[config.mk]
export PLATFORM = sky130hd
export DESIGN_NAME = vclk_gen
export DESIGN_NICKNAME = d
export VERILOG_FILES = /design/src/rtl/vclk_pkg.sv /design/src/rtl/vclk_cfg_reg.sv /design/src/rtl/vclk_src_mux.sv /design/src/rtl/vclk_prediv.sv /design/src/rtl/vclk_postdiv.sv /design/src/rtl/vclk_gen.sv
export SDC_FILE = /design/constraint.sdc
export NUM_CORES = 1
export LEC_CHECK = 0
export BUFFER_PORTS_ARGS = -buffer_cell sky130_fd_sc_hd__buf_4
export CAP_MARGIN = 20
export CELL_PAD_IN_SITES_DETAIL_PLACEMENT = 2
export CELL_PAD_IN_SITES_GLOBAL_PLACEMENT = 2
export CORE_ASPECT_RATIO = 1.2
export CORE_UTILIZATION = 30
export CTS_BUF_LIST = sky130_fd_sc_hd__clkbuf_4 sky130_fd_sc_hd__clkbuf_8
export DETAILED_ROUTE_END_ITERATION = 16
export GPL_ROUTABILITY_DRIVEN = 0
export PLACE_DENSITY_LB_ADDON = 0.1
export SYNTH_ARGS = -nofsm -noshare
export SYNTH_HDL_FRONTEND = slang
export SYNTH_SLANG_ARGS = --single-unit
[constraint.sdc]
create_clock -name clk -period 2 [get_ports clk]
set_clock_uncertainty 0.05 [all_clocks]
set_input_delay 0 -clock clk [delete_from_list [all_inputs] [get_ports clk]]
set_output_delay 0 -clock clk [all_outputs]
set_load 0.05 [all_outputs]
[src/rtl/vclk_pkg.sv]
package vclk_pkg;
    localparam int CFG_W    = 16;
    localparam int DIV_W    = 7;
    localparam int PRE_W    = 2;
    localparam int NUM_SRC  = 3;
    localparam int HALF_W   = 3;
    localparam int DIV_LSB  = 0;
    localparam int PRE_LSB  = 7;
    localparam int ESEL_BIT = 13;
    localparam int PSEL_BIT = 14;
    localparam int EN_BIT   = 15;

    typedef enum logic [1:0] {
        SRC_OSC  = 2'd0,
        SRC_PLL1 = 2'd1,
        SRC_PLL2 = 2'd2
    } src_sel_e;

    typedef struct packed {
        logic             en;
        logic             use_pll;
        logic             pll_pick;
        logic [PRE_W-1:0] pre_code;
        logic [DIV_W-1:0] post_div;
    } cfg_fields_t;

    function automatic cfg_fields_t unpack_cfg(input logic [CFG_W-1:0] r);
        cfg_fields_t f;
        f.en       = r[EN_BIT];
        f.use_pll  = r[ESEL_BIT];
        f.pll_pick = r[PSEL_BIT];
        f.pre_code = r[PRE_LSB +: PRE_W];
        f.post_div = r[DIV_LSB +: DIV_W];
        return f;
    endfunction
endpackage

[src/rtl/vclk_cfg_reg.sv]
module vclk_cfg_reg #(
    parameter int CFG_W = 16
) (
    input  logic             clk,
    input  logic             rst_n,
    input  logic             we,
    input  logic [CFG_W-1:0] wdata,
    output logic [CFG_W-1:0] cfg_q
);
    typedef struct packed {
        logic [CFG_W-1:0] cfg;
    } state_t;

    state_t st_d, st_q;

    always_comb begin
        st_d = st_q;
        if (we) begin
            st_d.cfg = wdata;
        end
    end

    always_ff @(posedge clk or negedge rst_n) begin
        if (!rst_n) begin
            st_q <= '0;
        end else begin
            st_q <= st_d;
        end
    end

    assign cfg_q = st_q.cfg;

    assert_cfg_store_R2: assert property (@(posedge clk) disable iff (!rst_n)
        we |=> (cfg_q == $past(wdata)));
endmodule

[src/rtl/vclk_src_mux.sv]
module vclk_src_mux #(
    parameter int NUM_SRC = 3
) (
    input  logic [NUM_SRC-1:0] src_tick,
    input  logic               use_pll,
    input  logic               pll_pick,
    output logic               half_tick
);
    import vclk_pkg::*;

    src_sel_e           sel;
    logic [NUM_SRC-1:0] pick;
    logic [NUM_SRC-1:0] gated;

    always_comb begin
        if (!use_pll) begin
            sel = SRC_OSC;
        end else if (!pll_pick) begin
            sel = SRC_PLL1;
        end else begin
            sel = SRC_PLL2;
        end
    end

    for (genvar g = 0; g < NUM_SRC; g++) begin : g_pick
        assign pick[g]  = (int'(sel) == g);
        assign gated[g] = pick[g] & src_tick[g];
    end

    assign half_tick = |gated;
endmodule

[src/rtl/vclk_prediv.sv]
module vclk_prediv #(
    parameter int HALF_W = 3
) (
    input  logic              clk,
    input  logic              rst_n,
    input  logic              clr,
    input  logic              run,
    input  logic              half_tick,
    input  logic [HALF_W-1:0] half_units,
    output logic              pre_tick
);
    typedef struct packed {
        logic [HALF_W-1:0] cnt;
    } state_t;

    state_t st_d, st_q;
    logic   at_end;

    assign at_end = (st_q.cnt == half_units - HALF_W'(1));

    always_comb begin
        st_d     = st_q;
        pre_tick = 1'b0;
        if (clr || !run) begin
            st_d.cnt = '0;
        end else if (half_tick) begin
            if (at_end) begin
                st_d.cnt = '0;
                pre_tick = 1'b1;
            end else begin
                st_d.cnt = st_q.cnt + HALF_W'(1);
            end
        end
    end

    always_ff @(posedge clk or negedge rst_n) begin
        if (!rst_n) begin
            st_q <= '0;
        end else begin
            st_q <= st_d;
        end
    end

    assert_pre_range_R4: assert property (@(posedge clk) disable iff (!rst_n)
        (run && !clr) |-> (st_q.cnt < half_units));
endmodule

[src/rtl/vclk_postdiv.sv]
module vclk_postdiv #(
    parameter int DIV_W = 7
) (
    input  logic             clk,
    input  logic             rst_n,
    input  logic             clr,
    input  logic             run,
    input  logic             pre_tick,
    input  logic [DIV_W-1:0] post_div,
    output logic             pulse
);
    typedef struct packed {
        logic [DIV_W-1:0] cnt;
        logic             pulse;
    } state_t;

    state_t st_d, st_q;

    always_comb begin
        st_d       = st_q;
        st_d.pulse = 1'b0;
        if (clr || !run) begin
            st_d.cnt = '0;
        end else if (pre_tick) begin
            if (st_q.cnt == post_div - DIV_W'(1)) begin
                st_d.cnt   = '0;
                st_d.pulse = 1'b1;
            end else begin
                st_d.cnt = st_q.cnt + DIV_W'(1);
            end
        end
    end

    always_ff @(posedge clk or negedge rst_n) begin
        if (!rst_n) begin
            st_q <= '0;
        end else begin
            st_q <= st_d;
        end
    end

    assign pulse = st_q.pulse;

    assert_post_range_R5: assert property (@(posedge clk) disable iff (!rst_n)
        (run && !clr) |-> (st_q.cnt < post_div));
    assert_idle_illegal_R6: assert property (@(posedge clk) disable iff (!rst_n)
        !run |=> !pulse);
    assert_restart_quiet_R9: assert property (@(posedge clk) disable iff (!rst_n)
        clr |=> !pulse);
    assert_no_adjacent_R10: assert property (@(posedge clk) disable iff (!rst_n)
        pulse |=> !pulse);
endmodule

[src/rtl/vclk_gen.sv]
module vclk_gen #(
    parameter int CFG_W   = vclk_pkg::CFG_W,
    parameter int NUM_SRC = vclk_pkg::NUM_SRC
) (
    input  logic               clk,
    input  logic               rst_n,
    input  logic               cfg_we,
    input  logic [CFG_W-1:0]   cfg_wdata,
    output logic [CFG_W-1:0]   cfg_rdata,
    input  logic [NUM_SRC-1:0] src_half_tick,
    output logic               clk_en_o
);
    import vclk_pkg::*;

    localparam int MIN_DIV = 2;

    logic [CFG_W-1:0]  cfg_q;
    cfg_fields_t       fld;
    logic              run;
    logic              half_tick;
    logic              pre_tick;
    logic [HALF_W-1:0] half_units;

    vclk_cfg_reg #(.CFG_W(CFG_W)) u_cfg (
        .clk   (clk),
        .rst_n (rst_n),
        .we    (cfg_we),
        .wdata (cfg_wdata),
        .cfg_q (cfg_q)
    );

    assign fld        = unpack_cfg(cfg_q);
    assign half_units = {{(HALF_W-PRE_W){1'b0}}, fld.pre_code} + HALF_W'(3);
    assign run        = fld.en && (fld.pre_code != '0) && (fld.post_div >= DIV_W'(MIN_DIV));

    vclk_src_mux #(.NUM_SRC(NUM_SRC)) u_mux (
        .src_tick  (src_half_tick),
        .use_pll   (fld.use_pll),
        .pll_pick  (fld.pll_pick),
        .half_tick (half_tick)
    );

    vclk_prediv #(.HALF_W(HALF_W)) u_pre (
        .clk        (clk),
        .rst_n      (rst_n),
        .clr        (cfg_we),
        .run        (run),
        .half_tick  (half_tick),
        .half_units (half_units),
        .pre_tick   (pre_tick)
    );

    vclk_postdiv #(.DIV_W(DIV_W)) u_post (
        .clk      (clk),
        .rst_n    (rst_n),
        .clr      (cfg_we),
        .run      (run),
        .pre_tick (pre_tick),
        .post_div (fld.post_div),
        .pulse    (clk_en_o)
    );

    assign cfg_rdata = cfg_q;

    assert_disabled_idle_R8: assert property (@(posedge clk) disable iff (!rst_n)
        (!cfg_rdata[EN_BIT] && !cfg_we) |=> !clk_en_o);
    assert_code0_idle_R7: assert property (@(posedge clk) disable iff (!rst_n)
        ((cfg_rdata[PRE_LSB +: PRE_W] == '0) && !cfg_we) |=> !clk_en_o);
endmodule

# After elaboration in Yosys (flattened, before gate mapping)
# Cells that the tools add are included.
[word_totals] latch_bits=0 input_bits=22 output_inout_bits=17 ff_bits=27 n_memories=0 mem_bits_rw=0 mem_bits_ro=0 wordCells=39
[op_classes] addsub=5 eq_ne=4 bitwise_logic=3 shift=0 n_div=0 n_mux=13 n_lt_le_gt_ge=1 mul=0 n_reduce_logical=9
[ops] operator="two-way mux 7 bit" count=2
[ops] operator="two-way mux 3 bit" count=3
[ops] operator="two-way mux 8 bit" count=1
[ops] operator="adder 7 x 1 -> 7 bit (second input constant)" count=1
[ops] operator="equality test 7 bit" count=1
[ops] operator="greater-or-equal comparator 7 x 2 -> 1 bit (second input constant)" count=1
[ops] operator="subtractor 7 x 1 -> 7 bit (second input constant)" count=1
[ops] operator="nonzero test 2 bit" count=3
[ops] operator="two-way mux 1 bit" count=5
[ops] operator="equality test 2 bit (second input constant)" count=2
[ops] operator="two-way mux 2 bit" count=2
[ops] operator="adder 2 x 2 -> 3 bit (second input constant)" count=1
[ops] operator="adder 3 x 1 -> 3 bit (second input constant)" count=1
[ops] operator="bitwise AND 1 bit" count=3
[ops] operator="equality test 3 bit" count=1
[ops] operator="OR reduction 3 bit" count=1
[ops] operator="subtractor 3 x 1 -> 3 bit (second input constant)" count=1
[ops] operator="logical AND 1 bit" count=2
[ops] operator="logical NOT 2 bit" count=1
[ops] operator="logical NOT 1 bit" count=1
[ops] operator="logical OR 1 bit" count=1

# Longest topological paths before layout
[logic_depth] depth_word=9 mapped_depth=7 mapped_depth_nobuf=7

# Hierarchy
# A second synthesis with hierarchy kept.
[unflattened] hier_cells=151 hier_area_um2=1681.6
[modules_own_cells] module="vclk_postdiv" area_each_um2=669.4 seq_area_each_um2=200.2 cells_each=74 n_inst=1
[modules_own_cells] module="vclk_cfg_reg" area_each_um2=649.4 seq_area_each_um2=400.4 cells_each=34 n_inst=1
[modules_own_cells] module="vclk_prediv" area_each_um2=276.5 seq_area_each_um2=75.1 cells_each=30 n_inst=1
[modules_own_cells] module="vclk_gen" area_each_um2=67.6 seq_area_each_um2=0.0 cells_each=10 n_inst=1
[modules_own_cells] module="vclk_src_mux" area_each_um2=18.8 seq_area_each_um2=0.0 cells_each=3 n_inst=1

# Worst setup path after synthesis
# No wires, ideal clock.
[synth_timing] kind="register to register" startpoint="register u_cfg.st_q, in the netlist u_cfg.cfg_q[0]" endpoint="register u_post.st_q[3] (netlist bit)" path_buffers=0 path_stages_with_launch=8 required_ns=1.808 synth_period_minus_slack_ns=2.339 slack_ns=-0.339 setup_time_ns=0.142 t_arrival_ns=2.148 cell_sequence="dfrtp_1 -> inv_1 -> ha_1 -> xnor2_1 -> a211oi_1 -> o211ai_1 -> o31ai_4 -> o211ai_1"
[synth_between] elab_chain_len=6 word_cells_on_any_way=11 cone_classes="add/sub: 1; order compare: 1; eq/ne: 1; mux: 4; reduce/logical: 4"
[synth_lines] element="start: declaration" line="vclk_cfg_reg.sv:14" source="state_t st_d, st_q;"
[synth_lines] element="start signal: assignment" line="vclk_cfg_reg.sv:27" source="st_q <= st_d;"
[synth_lines] element="branches (longest 6 deep; another with subtractor 7 x 1 -> 7 bit)"
[synth_lines] element="end signal: assignment" line="vclk_postdiv.sv:38" source="st_q <= st_d;"
[synth_lines] element="end: declaration" line="vclk_postdiv.sv:17" source="state_t st_d, st_q;"
# Several ways; the timed one is not identified. The select of a mux whose other input is x is not followed.
# A chain may end at the register's enable or synchronous reset.

# Worst setup path after layout
[layout_timing] startpoint="register u_cfg.st_q, in the netlist u_cfg.cfg_q[1]" endpoint="register u_post.st_q[4] (netlist bit)"
# Same word-level chain as after synthesis.

==> results.toml <==
[outcome]
status = "finished, final reports clean"

[floorplan]
row_count = 27
initial_core_util_pct = 31.7
die_h_um = 78.6
coreArea_um2 = 4630
die-area_um2 = 5170
io_pins = 39
die-width_um = 65.8

[yosys]
ys_types = 34
synth_edf_count = 0
netlist_area_um2 = 1470
ys_seq_area_share_pct = 46.1
syn_nets = 165
ys_ff_latch = 27
ys_warn_count = 0
ys_async_sr_fraction_pct = 100
post_synth.cell_area_avg_um2 = 10.5
synthCells = 139
synthFlopType = "dfrtp_1"

[timing]
max_freq_mhz = 505
min_period_ps = 1980
finalCritPeriodShare_pct = 99.1
max_slew.worst_pin.slew_ps = 481
grt_setup_unrepaired = "yes"
max_slew_margin_pct = 67.8
hold_violations = 0
drv_slew = 0
fin_setup_tns_ps = 0
finalSetupViolations = 0

[critical_path]
required_ps = 2110
timing.rr.start = "u_cfg.cfg_q[1]"
rr_worst_depth = 9
end_kind = "flop"
worstPathArrival_ps = 2090
path_depth = 9
crit_path_start = "u_cfg.cfg_q[1]"
crit_top_cell = "o211ai_1"
cpPeakStageDelay_ps = 430
critPathSlowestCell = "dfrtp_2"
cp_max_fo = 6
r2r-end = "u_post.st_q[4]"
cp-start-kind = "flop"
endpoint = "u_post.st_q[4]"
worstSetupPathType = "flop to flop"
crit_chain = "inv_2 > ha_4 > xnor2_2 > a211oi_2 > o211ai_1 > buf_4 > o31ai_4 > buf_6 > o211ai_1"
cp_num_buf_inv = 3
critPathTopFamily = "compound AO/OA/AOI/OAI gates"
rrSetupSlack_ps = 20

[route]
wl_per_cell_um = 17.1
drtIter0Drc = 17
totalWireLength_um = 4460
drt_first_pass_iters = 3
drcViolationCount = 0
vias = 1306
antenna_left = 0
vias_per_cell = 5.00

[place]
dp.cells = 236
hpwlAfterDp_um = 2950
io_buffers = 38

[clocking]
tritoncts.num_buffers = 3
cts_tree = "yes"
clk_latency_ps = 290
path_clk_slew_ps = 100
clkSinkCount = 27
cts.path.max_buffers = 2
root_buffer = "clkbuf_8"
htree_levels = 1

[power_and_ir_drop]
total_power_w = 0.00141
seqPwrFrac_pct = 43.9
power_frac_comb_pct = 32.0
leakagePower_nw = 0.943
intPower_w = 0.000914
p_per_area_nw_per_um2 = 638
ir_drop_v = 0.000381
clkPwrFrac_pct = 24.0
switchingPower_w = 0.000494
swShare_pct = 35.1

[global_route]
track_usage_pct = 17.8
antenna_found_initial = 0
grt-ovfl-total = 0
grt_max_degree = 28
grt_pass1_vias = 1414
grt_pass1_wl_um = 6900

[layout]
final_cells = 261
fillCellCount = 473
syn_to_final_growth_pct = 50.7
drive_gt1_share_pct = 43.3
nNetsFinal = 230
num_antenna_cells = 0

[worst_hold_path]
hold_depth = 3
hp-class = "input port to flop"

[run]
drv_cap = 0
==> worst min-delay path, stage by stage <==
cell and delay, ps:
buf_4 190, nand2_1 90, nand2_1 60
==> metal layers <==
| layer | part of all wire [%] | wire, µm | vias up | global-route usage [%] |
|---|---|---|---|---|
| li1 | - | - | 613 | - |
| met1 | 39 | 1760 | 659 | 21.1 |
| met2 | 56 | 2490 | 27 | 32.1 |
| met3 | 3.0 | 133 | 7 | 2.33 |
| met4 | 1.7 | 77 | 0 | 5.87 |
| met5 | 0 | 0 | - | 0 |
==> layout make-up <==
cell class,count,area [µm²],share of cell area [%]
multi-input combinational,103,855,38.7
sequential,27,679,30.8
timing repair buffer,66,542,24.5
tap,58,72.6,3.29
clock buffer,3,41.3,1.87
inverter,3,11.3,0.510
clock inverter,1,7.51,0.340
==> placed cells by master (no fill, tap or decap), types with 2 or more instances in the layout <==
cell	synthesis	final
xor2_1	6	6
clkbuf_8	0	3
nand3_1	2	2
nor2_1	7	7
inv_2	0	2
xnor2_1	7	4
dfrtp_2	0	3
dfrtp_1	27	24
a21oi_1	3	3
mux2_2	13	13
mux2i_1	2	2
o21ai_0	3	3
buf_4	2	48
nor2b_1	4	4
ha_1	4	3
nor3_1	3	2
o311ai_2	0	3
nand2_1	20	20
dlygate4sd3_1	0	17
o211ai_1	5	5
xnor2_2	0	2
o21ai_1	3	3
nand2b_1	2	2
==> sequential cells by signal, summed over array words and instances (netlist names) <==
| name | count |
|---|---|
| u_post.st_q | 7 |
| u_cfg.cfg_q | 16 |
| u_pre.st_q | 3 |
| u_post.pulse | 1 |
==> worst min-delay path by stage <==
stage                start               to  slack (ps)
CTS                 cfg_we  u_cfg.cfg_q[15]           3
global placement     rst_n   u_post.st_q[6]        -110
global route        cfg_we  u_cfg.cfg_q[15]          60
floorplan            rst_n   u_cfg.cfg_q[0]        -350
finish              cfg_we  u_cfg.cfg_q[15]          30
detailed placement   rst_n   u_post.st_q[6]        -110
==> cells in the mapped netlist, types with 3 or more instances <==
library cell   n  share of area (%)
nor2_1         7                1.8
ha_1           4                3.4
mux2_2        13                 10
o21ai_0        3                1.0
o311ai_0       4                2.4
a21oi_1        3                1.0
nor3_1         3                1.0
inv_1          3               0.77
nand2_1       20                5.1
nor2b_1        4                1.7
o21ai_1        3                1.0
xnor2_1        7                4.2
dfrtp_1       27                 46
xor2_1         6                3.6
o211ai_1       5                2.6
==> per-stage QoR <==
stage | worst slack (ps) | utilization, % | cell area, µm² | hold WS, ps
after detailed placement | -43.6 | 40.1 | 1860 | -106
final | 18.0 | 47.7 | 2210 | 25.7
after CTS | 14.8 | 45.6 | 2110 | 2.51
after floorplan | 3.35 | - | 1480 | -346
after global placement | 45.2 | 40.1 | 1860 | -111
after global routing | -85.5 | 47.7 | 2210 | 61.3
==> cell families (layout without fill, tap and decap cells) <==
group / after synthesis / after routing / synth area share (%)
multiplexers: 15 / 15 / 11.4
AO/OA/AOI/OAI: 23 / 23 / 12.1
flip-flops: 27 / 27 / 46.1
buffers and inverters: 9 / 73 / 2.99
adder cells (fa/ha/maj): 4 / 4 / 3.42
XOR/XNOR: 13 / 13 / 7.77
AND/OR/NAND/NOR: 48 / 48 / 16.2
==> timing repair <==
action	4_1_cts	5_1_grt
buffers inserted	3	1
hold endpoints to repair	43	0
gates resized for setup	2	14
endpoints found under the setup margin	7	7
hold buffers	17	0
pin swaps	2	6
==> power by group through the flow <==
stage / logic [W] / clock network, W / registers (W)
finish: 0.000451 / 0.000339 / 0.000619
CTS: 0.000420 / 0.000350 / 0.000612
floorplan: 0.000145 / 0 / 0.000719
global placement: 0.000378 / 0 / 0.000619
global route: 0.000478 / 0.000363 / 0.000624
detailed placement: 0.000387 / 0 / 0.000623
No activity file was read; power rests on OpenSTA's default activity.
